<file path="config.mk">
export PLATFORM = sky130hd
export DESIGN_NAME = stall_monitor
export DESIGN_NICKNAME = d
export VERILOG_FILES = /design/src/rtl/stall_monitor.sv
export SDC_FILE = /design/constraint.sdc
export NUM_CORES = 1
export LEC_CHECK = 0
export ABC_AREA = 1
export BUFFER_PORTS_ARGS = -buffer_cell sky130_fd_sc_hd__buf_4
export CORE_MARGIN = 2
export CORE_UTILIZATION = 45
export CTS_CLUSTER_SIZE = 28
export DETAILED_ROUTE_END_ITERATION = 16
export PLACE_DENSITY_LB_ADDON = 0.08
export REMOVE_ABC_BUFFERS = 1
export SLEW_MARGIN = 20
export SYNTH_ARGS = -nofsm -noshare
export SYNTH_HDL_FRONTEND = slang
export SYNTH_SLANG_ARGS = --single-unit
</file>
<file path="constraint.sdc">
create_clock -name clk -period 3.86 [get_ports clk]
set_clock_uncertainty 0.2 [all_clocks]
set_input_delay 0.386 -clock clk [delete_from_list [all_inputs] [get_ports clk]]
set_output_delay 0.386 -clock clk [all_outputs]
set_load 0.05 [all_outputs]
</file>
<file path="src/rtl/stall_monitor.sv">
module stall_monitor #(
  parameter int W            = 12,
  parameter int DEPTH        = 4,
  parameter int MODE_W       = 3,
  parameter logic [MODE_W-1:0] RIPPLE_MODE = MODE_W'(7),
  parameter int SCALE_CUT    = 500,
  parameter int SCALE_SHIFT  = 3
) (
  input  logic              clk,
  input  logic              rst_n,
  input  logic              meas_valid,
  input  logic [W-1:0]      meas_val,
  input  logic [MODE_W-1:0] decay_mode,
  input  logic              stall_en,
  input  logic              scale_en,
  input  logic              report_en,
  input  logic [W-1:0]      stall_thresh,
  input  logic              uv_flt,
  input  logic              oc_flt,
  input  logic              ol_flt,
  input  logic              ot_flt,
  input  logic              clr_flt,
  input  logic              sleep_rst,
  output logic [W-1:0]      trq_count,
  output logic              stall_flag,
  output logic              stall_seen,
  output logic              fault_any,
  output logic              fault_n
);
  localparam int LOG   = $clog2(DEPTH);
  localparam int SUM_W = W + LOG;
  localparam int PW    = W + SCALE_SHIFT;
  localparam logic [PW-1:0]  CAP    = PW'((1 << W) - 1);
  localparam logic [LOG:0]   FULL_M = (LOG + 1)'(DEPTH - 1);
  localparam logic [LOG:0]   FULL   = (LOG + 1)'(DEPTH);

  logic [W-1:0]     win [DEPTH-1];
  logic [LOG:0]     fill;
  logic [SUM_W-1:0] sum_nx;
  logic [W-1:0]     avg, scaled, pub;
  logic [PW-1:0]    prod;
  logic             stall_q;

  wire active  = (decay_mode == RIPPLE_MODE) && stall_en &&
                 !(uv_flt || oc_flt || ol_flt || ot_flt);
  wire take    = active && meas_valid;
  wire full_nx = (fill >= FULL_M);
  wire clear   = clr_flt || sleep_rst;
  wire detect  = take && full_nx && (pub < stall_thresh);

  always_comb begin
    sum_nx = SUM_W'(meas_val);
    for (int i = 0; i < DEPTH - 1; i++) sum_nx = sum_nx + SUM_W'(win[i]);
  end

  assign avg    = sum_nx[SUM_W-1:LOG];
  assign prod   = {avg, {SCALE_SHIFT{1'b0}}};
  assign scaled = (prod > CAP) ? {W{1'b1}} : prod[W-1:0];
  assign pub    = (scale_en && (avg < W'(SCALE_CUT))) ? scaled : avg;

  always_ff @(posedge clk or negedge rst_n) begin
    if (!rst_n) begin
      fill      <= '0;
      trq_count <= '0;
      for (int i = 0; i < DEPTH - 1; i++) win[i] <= '0;
    end else if (!active) begin
      fill      <= '0;
      trq_count <= '0;
      for (int i = 0; i < DEPTH - 1; i++) win[i] <= '0;
    end else if (meas_valid) begin
      for (int i = DEPTH - 2; i > 0; i--) win[i] <= win[i-1];
      win[0] <= meas_val;
      if (fill != FULL) fill <= fill + 1'b1;
      if (full_nx) trq_count <= pub;
    end
  end

  always_ff @(posedge clk or negedge rst_n) begin
    if (!rst_n)      stall_q <= 1'b0;
    else if (clear)  stall_q <= 1'b0;
    else if (detect) stall_q <= 1'b1;
  end

  assign stall_flag = stall_q;
  assign stall_seen = stall_q;
  assign fault_any  = stall_q;
  assign fault_n    = !(stall_q && report_en);

  p_gated_r1: assert property (@(posedge clk) disable iff (!rst_n)
    $rose(stall_q) |-> $past(active) && $past(meas_valid));
  p_hold_r3: assert property (@(posedge clk) disable iff (!rst_n)
    (active && !meas_valid) |=> $stable(trq_count));
  p_sticky_r5: assert property (@(posedge clk) disable iff (!rst_n)
    (stall_q && !clear) |=> stall_q);
  p_clear_r7: assert property (@(posedge clk) disable iff (!rst_n)
    clear |=> !stall_q);
  p_fill_r8: assert property (@(posedge clk) disable iff (!rst_n)
    $rose(stall_q) |-> ($past(fill) >= FULL_M));
  p_flush_r9: assert property (@(posedge clk) disable iff (!rst_n)
    !active |=> (trq_count == '0));
endmodule

</file>
==> impl_metrics.env, run 1 <==
export IMPL_cts_sinks=52
export IMPL_critPathLaunch="win[2]"
export IMPL_fp_dieW_um=96.5
export IMPL_ys_seq_elements=52
export IMPL_outcome="finished with violations"
export IMPL_worstSkewPairLatency_ns=0.31
export IMPL_hold_class="primary input to flop"
export IMPL_synthCells=495
export IMPL_critPathSlowestCell="fa_2"
export IMPL_ir_drop_v=0.000126
export IMPL_grt_busiest_layer="met2"
export IMPL_core_mm2=0.00826
export IMPL_finalSetupViolations=1
export IMPL_clockRootBuffer="clkbuf_8"
export IMPL_wl_um=8360
export IMPL_clkTransAtPathRegs_ns=0.10
export IMPL_place_gp_congestion=0.795
export IMPL_layout_common_cells="buf_4 (133), inv_1 (117), nand2_1 (82), dfrtp_1 (52), o22ai_1 (36)"
export IMPL_setup_slack_ns=-0.223
export IMPL_layout_drive_gt1_share_pct=39.2
export IMPL_r2r_slack_ns=-0.22
export IMPL_switching_share_pct=26.8
export IMPL_rows=33
export IMPL_rsz0062_at_grt="yes"
export IMPL_grt_use_met3_pct=3.10
export IMPL_drt_vias_per_instance=4.67
export IMPL_setup_tns_ns=-0.223
export IMPL_p_per_area_mw_per_mm2=203
export IMPL_yosysWarnings=0
export IMPL_dieHeight_um=96.5
export IMPL_antenna_found_initial=0
export IMPL_cap_violations=0
export IMPL_whs_path_depth=3
export IMPL_synthMuxAreaShare_pct=0
export IMPL_fillCellCount=723
export IMPL_synth_xor_area_share_pct=0.228
export IMPL_final_max_slew_viol_count=0
export IMPL_r2r_worst_path_cells=23
export IMPL_crit_path_max_fanout=3
export IMPL_syn_area_mm2=0.00385
export IMPL_grt_pass1_vias=3441
export IMPL_hpwl_um=6100
export IMPL_clk_path_buf_depth=2
export IMPL_dp_cells=701
export IMPL_holdWs_ns=0.103
export IMPL_p_seq_share_pct=49.8
export IMPL_worstReg2RegEnd="fault_any"
export IMPL_grtUsageMet1_pct=23.6
export IMPL_p_total_mw=1.09
export IMPL_io_buffers=54
export IMPL_yosys_area_share_simple_pct=17.2
export IMPL_finalHoldViolCount=0
export IMPL_cp_arrival_ns=4.13
export IMPL_grt_max_degree=53
export IMPL_violations="setup timing"
export IMPL_finalCoreUtilization_pct=65.1
export IMPL_remaining_drc_errors=0
export IMPL_cp_end_kind="flop"
export IMPL_synth_fa_ha_area_share_pct=20.6
export IMPL_track_usage_pct=19.4
export IMPL_placed_area_mm2=0.00476
export IMPL_cts_made_buffers=5
export IMPL_use_met2_pct=35.3
export IMPL_drtAntennaViolNets=0
export IMPL_syn_area_per_cell_um2=7.77
export IMPL_criticalPathCategory="flop to flop"
export IMPL_area_delta_synth_final_pct=39.8
export IMPL_fmax_mhz=245
export IMPL_crit_required_ns=3.91
export IMPL_pre_cts_slack_ns=-0.478
export IMPL_diodes=0
export IMPL_synth_top_family_by_area="adder cells"
export IMPL_cts_max_level=2
export IMPL_finalCriticalPeriod_ns=4.08
export IMPL_grt_first_pass_wirelength_um=14300
export IMPL_combPwrFrac_pct=19.9
export IMPL_crit_end="fault_any"
export IMPL_overflow=0
export IMPL_p_clk_share_pct=30.3
export IMPL_crit_path_start_kind="flop"
export IMPL_ys_types=28
export IMPL_synth_compound_area_share_pct=12.1
export IMPL_p_leak_nw=2.78
export IMPL_post_route_period_util_pct=106
export IMPL_vias=3435
export IMPL_seq_area_frac_synth_pct=33.8
export IMPL_critPathMaxStageDelay_ns=0.57
export IMPL_path_cells="inv_2 -> fa_1 -> fa_2 -> inv_1 -> ha_1 -> nand2_2 -> inv_1 -> nand2_2 -> nand2_2 -> nand2_2 -> nand4_1 -> buf_4 -> buf_4 -> buf_4 -> buf_4 -> buf_4 -> nand3_2 -> ha_4 -> nand4_1 -> a21oi_2 -> nor3_2 -> nand2_2 -> a21oi_2"
export IMPL_io_pins=55
export IMPL_switching_power_mw=0.293
export IMPL_detail_route_wl_per_cell_um=11.4
export IMPL_drt_iter0_drc=88
export IMPL_die_area_mm2=0.00930
export IMPL_cts_tree="built"
export IMPL_r2r_start="win[2]"
export IMPL_slew_headroom_pct=54.3
export IMPL_final_common_cell="buf_4"
export IMPL_final_cell_area_mm2=0.00538
export IMPL_tightest_slew_ns=0.683
export IMPL_start_util_pct=46.6
export IMPL_dr_pass1_iters=4
export IMPL_finalNetCount=717
export IMPL_final_cell_count_no_fill=735
export IMPL_p_int_mw=0.801
-- power groups by stage --
stage | clock network, mW | logic, mW | registers, mW
after detailed placement | 0 | 0.173 | 0.555
after global placement | 0 | 0.170 | 0.555
after floorplan | 0 | 0.0865 | 0.555
after CTS | 0.344 | 0.200 | 0.545
final | 0.331 | 0.218 | 0.544
after global routing | 0.365 | 0.244 | 0.545
-- worst min path at each step --
stage / start / end / slack [ns]
after floorplan: rst_n / fault_any / -0.11
after global placement: rst_n / fill[2] / 0.26
after detailed placement: rst_n / fill[2] / 0.27
after CTS: clr_flt / fault_any / 0.10
after global routing: clr_flt / fault_any / 0.11
final: meas_val[0] / win[24] / 0.10
-- flip-flops by register name, summed over array words and instances, names as in the netlist --
name       cells
trq_count     12
fill           3
fault_any      1
win           36
-- kinds of logic (layout without fill, tap and decap cells) --
logic type,after synthesis,in the layout
simple gates,158,158
compound gates,75,75
xor+xnor,1,1
buf+inv,160,295
fa+ha+maj,49,49
flops,52,52
-- worst max-delay path, delay by kind of cell (launching register included) --
family	cells	cell delay [ns]
flip-flops	1	0.38
AND/OR/NAND/NOR	9	0.96
AO/OA/AOI/OAI	2	0.16
buffers and inverters	8	0.83
adder cells (fa/ha/maj)	4	1.49
-- what timing repair did --
action	CTS	global route
setup buffers	24	1
setup endpoints to repair	1	1
hold endpoints to repair	52	0
resized for setup	59	28
pin swaps	55	31
hold buffers	1	0
-- synthesized netlist by cell type --
cell / instances / area share, %
a211oi_1: 2 / 0.39
a21oi_1: 11 / 1.4
a21oi_2: 3 / 0.68
buf_1: 1 / 0.097
buf_4: 2 / 0.39
buf_6: 1 / 0.29
clkbuf_1: 7 / 0.68
dfrtp_1: 52 / 34
fa_1: 24 / 12
ha_1: 25 / 8.1
inv_1: 142 / 14
inv_2: 7 / 0.68
nand2_1: 102 / 10
nand2_2: 5 / 0.81
nand3_1: 16 / 2.1
nand3b_1: 2 / 0.39
nand4_1: 7 / 1.1
nor2_1: 21 / 2.0
nor2_2: 2 / 0.33
nor3_1: 1 / 0.13
nor4_1: 1 / 0.16
o21ai_0: 12 / 1.6
o21ai_1: 4 / 0.52
o21ai_2: 6 / 1.4
o21bai_2: 1 / 0.29
o22ai_1: 36 / 5.9
or2_2: 1 / 0.16
xnor2_1: 1 / 0.23
-- metal layers --
layer | part of all wire, % | up-vias
met4 | 1.8 | 0
met2 | 49 | 56
met1 | 46 | 1586
met5 | 0 | -
met3 | 3.5 | 17
li1 | - | 1776
-- cell type report --
type | instances | area, µm² | share of cell area [%]
tap | 105 | 131 | 2.44
clock buffer | 6 | 82.6 | 1.54
inverter | 149 | 564 | 10.5
timing repair buffer | 138 | 1050 | 19.6
multi-input combinational | 283 | 2230 | 41.6
clock inverter | 2 | 10.0 | 0.186
sequential | 52 | 1300 | 24.2
No activity file was read; power rests on OpenSTA's default activity.
==> run 2: changes to the inputs <==
--- a/config.mk
+++ b/config.mk
@@ -8,7 +8,7 @@
 export ABC_AREA = 1
 export BUFFER_PORTS_ARGS = -buffer_cell sky130_fd_sc_hd__buf_4
 export CORE_MARGIN = 2
-export CORE_UTILIZATION = 45
+export CORE_UTILIZATION = 35
 export CTS_CLUSTER_SIZE = 28
 export DETAILED_ROUTE_END_ITERATION = 16
 export PLACE_DENSITY_LB_ADDON = 0.08
==> run 2 against run 1 <==
The flow still finishes with violations (setup timing). Sequential share of layout area down 0.12 points. Non-clock buffer count is 4 lower. Core utilization is 15 points lower. Largest cell class unchanged. Routed wire length increased by 3.8%. Count of clock-buffer cells in the layout is 2 higher. Maximum frequency rose by 0.76%. Sequential power barely moved. Setup slack gained 0.031 ns. Worst hold slack got worse by 0.0019 ns. Critical endpoint unchanged.
==> impl_metrics.env, run 2 (synthesized netlist as in run 1, its figures left out) <==
export IMPL_p_seq_share_pct=50.0
export IMPL_core_mm2=0.0108
export IMPL_post_route_period_util_pct=105
export IMPL_p_leak_nw=2.76
export IMPL_outcome="finished with violations"
export IMPL_slew_headroom_pct=53.0
export IMPL_cts_made_buffers=5
export IMPL_fmax_mhz=247
export IMPL_setup_slack_ns=-0.193
export IMPL_p_per_area_mw_per_mm2=201
export IMPL_worstHoldStart="meas_val[0]"
export IMPL_clkTransAtPathRegs_ns=0.10
export IMPL_combPwrFrac_pct=19.5
export IMPL_holdWs_ns=0.101
export IMPL_crit_path_max_fanout=4
export IMPL_top_regs="win (36), trq_count (12), fill (3)"
export IMPL_start_util_pct=35.6
export IMPL_dieHeight_um=109
export IMPL_detail_route_wl_per_cell_um=11.3
export IMPL_whs_path_depth=3
export IMPL_fp_dieW_um=109
export IMPL_die_area_mm2=0.0118
export IMPL_finalCoreUtilization_pct=50.1
export IMPL_cts_max_level=2
export IMPL_final_max_slew_viol_count=0
export IMPL_layout_drive_gt1_share_pct=38.8
export IMPL_clockRootBuffer="clkbuf_8"
export IMPL_switching_power_mw=0.289
export IMPL_fillCellCount=1066
export IMPL_violations="setup timing"
export IMPL_drt_iter0_drc=62
export IMPL_area_delta_synth_final_pct=40.5
export IMPL_ir_drop_v=0.000131
export IMPL_tightest_slew_ns=0.704
export IMPL_p_int_mw=0.800
export IMPL_cp_end_kind="flop"
export IMPL_finalHoldViolCount=0
export IMPL_largest_reg_flops=36
export IMPL_p_clk_share_pct=30.5
export IMPL_criticalPathCategory="flop to flop"
export IMPL_r2r_start="win[1]"
export IMPL_hold_class="primary input to flop"
export IMPL_grt_first_pass_wirelength_um=15100
export IMPL_vias=3420
export IMPL_top_register="win"
export IMPL_overflow=0
export IMPL_rows=38
export IMPL_dr_pass1_iters=4
export IMPL_layout_common_cells="buf_4 (130), inv_1 (117), nand2_1 (82), dfrtp_1 (52), o22ai_1 (36)"
export IMPL_cts_tree="built"
export IMPL_clk_path_buf_depth=2
export IMPL_finalCriticalPeriod_ns=4.05
export IMPL_track_usage_pct=16.0
export IMPL_hpwl_um=6470
export IMPL_pre_cts_slack_ns=-0.459
export IMPL_remaining_drc_errors=0
export IMPL_r2r_worst_path_cells=25
export IMPL_place_gp_congestion=0.816
export IMPL_r2r_slack_ns=-0.19
export IMPL_grt_max_degree=53
export IMPL_grt_pass1_vias=3581
export IMPL_diodes=0
export IMPL_drtAntennaViolNets=0
export IMPL_io_buffers=54
export IMPL_drt_vias_per_instance=4.46
export IMPL_p_total_mw=1.09
export IMPL_antenna_found_initial=0
export IMPL_worstSkewPairLatency_ns=0.31
export IMPL_cts_sinks=52
export IMPL_switching_share_pct=26.5
export IMPL_crit_required_ns=3.91
export IMPL_crit_path_start_kind="flop"
export IMPL_finalSetupViolations=1
export IMPL_rsz0062_at_grt="yes"
export IMPL_hold_end="win[24]"
export IMPL_cp_arrival_ns=4.10
export IMPL_worstReg2RegEnd="fault_any"
export IMPL_wl_um=8670
export IMPL_io_pins=55
export IMPL_final_common_cell="buf_4"
export IMPL_finalNetCount=713
export IMPL_cap_violations=0
run 2: critical path, stage by stage (launching register included):
cell and delay (ns):
dfrtp_1 0.39, inv_2 0.07, fa_1 0.43, fa_1 0.48
nor2_2 0.15, inv_2 0.05, fa_2 0.39, inv_2 0.07
nand3_2 0.07, nand2_2 0.11, nand2_2 0.07, nand3_2 0.06
nand2_2 0.05, nand2_2 0.07, nor2_2 0.04, nand2_2 0.06
nand2_4 0.08, buf_6 0.13, o21ai_4 0.15, ha_4 0.22
a21oi_2 0.12, nand3b_1 0.13, a21oi_2 0.07, nor3_2 0.15
nand2_1 0.08, a21oi_2 0.10
run 2: final cells by class:
cell class / count / area, µm² / area share [%]
multi-input cells: 283 / 2250 / 41.7
flip-flops and latches: 52 / 1300 / 24.1
repair buffers: 134 / 1020 / 18.9
inverters: 149 / 564 / 10.4
well taps: 140 / 175 / 3.24
clock buffers: 8 / 90.1 / 1.67
run 2: timing repair:
action                                  4_1_cts  5_1_grt
hold endpoints to repair                     52        0
hold buffers                                  1        0
endpoints found under the setup margin        1        1
pin swaps                                    45       25
gates resized for setup                      62       29
buffers inserted                             16        4
run 2: worst max-delay path by stage:
stage	depth (start not counted)	to	start
3_3_place_gp	25	fault_any	meas_val[4]
4_1_cts	24	fault_any	win[14]
6_report	25	fault_any	win[1]
5_1_grt	24	fault_any	win[13]
3_5_place_dp	25	fault_any	meas_val[3]
2_1_floorplan	24	fault_any	meas_val[1]
run 2: routing by layer:
metal  global-route usage (%)  wire, µm  vias to the layer above
li1                         -         -                     1767
met5                        0         0                        -
met1                     19.4      3930                     1599
met3                     2.33       255                        8
met4                     4.40       108                        0
met2                     29.4      4380                       46
run 2: per-stage QoR:
step / setup TNS, ns / instances / cell area, µm²
final: -0.193 / 766 / 5410
after global routing: -0.443 / 766 / 5410
after floorplan: -0.375 / 484 / 3790
after global placement: -0.423 / 737 / 4810
after detailed placement: -0.459 / 737 / 4820
after CTS: -0.141 / 762 / 5260
run 2: power by group through the flow:
| stage | clock (mW) | combinational, mW | sequential [mW] |
|---|---|---|---|
| 2_1_floorplan | 0 | 0.0865 | 0.555 |
| 3_5_place_dp | 0 | 0.177 | 0.555 |
| 5_1_grt | 0.373 | 0.240 | 0.545 |
| 4_1_cts | 0.353 | 0.197 | 0.545 |
| 3_3_place_gp | 0 | 0.173 | 0.555 |
| 6_report | 0.332 | 0.212 | 0.544 |
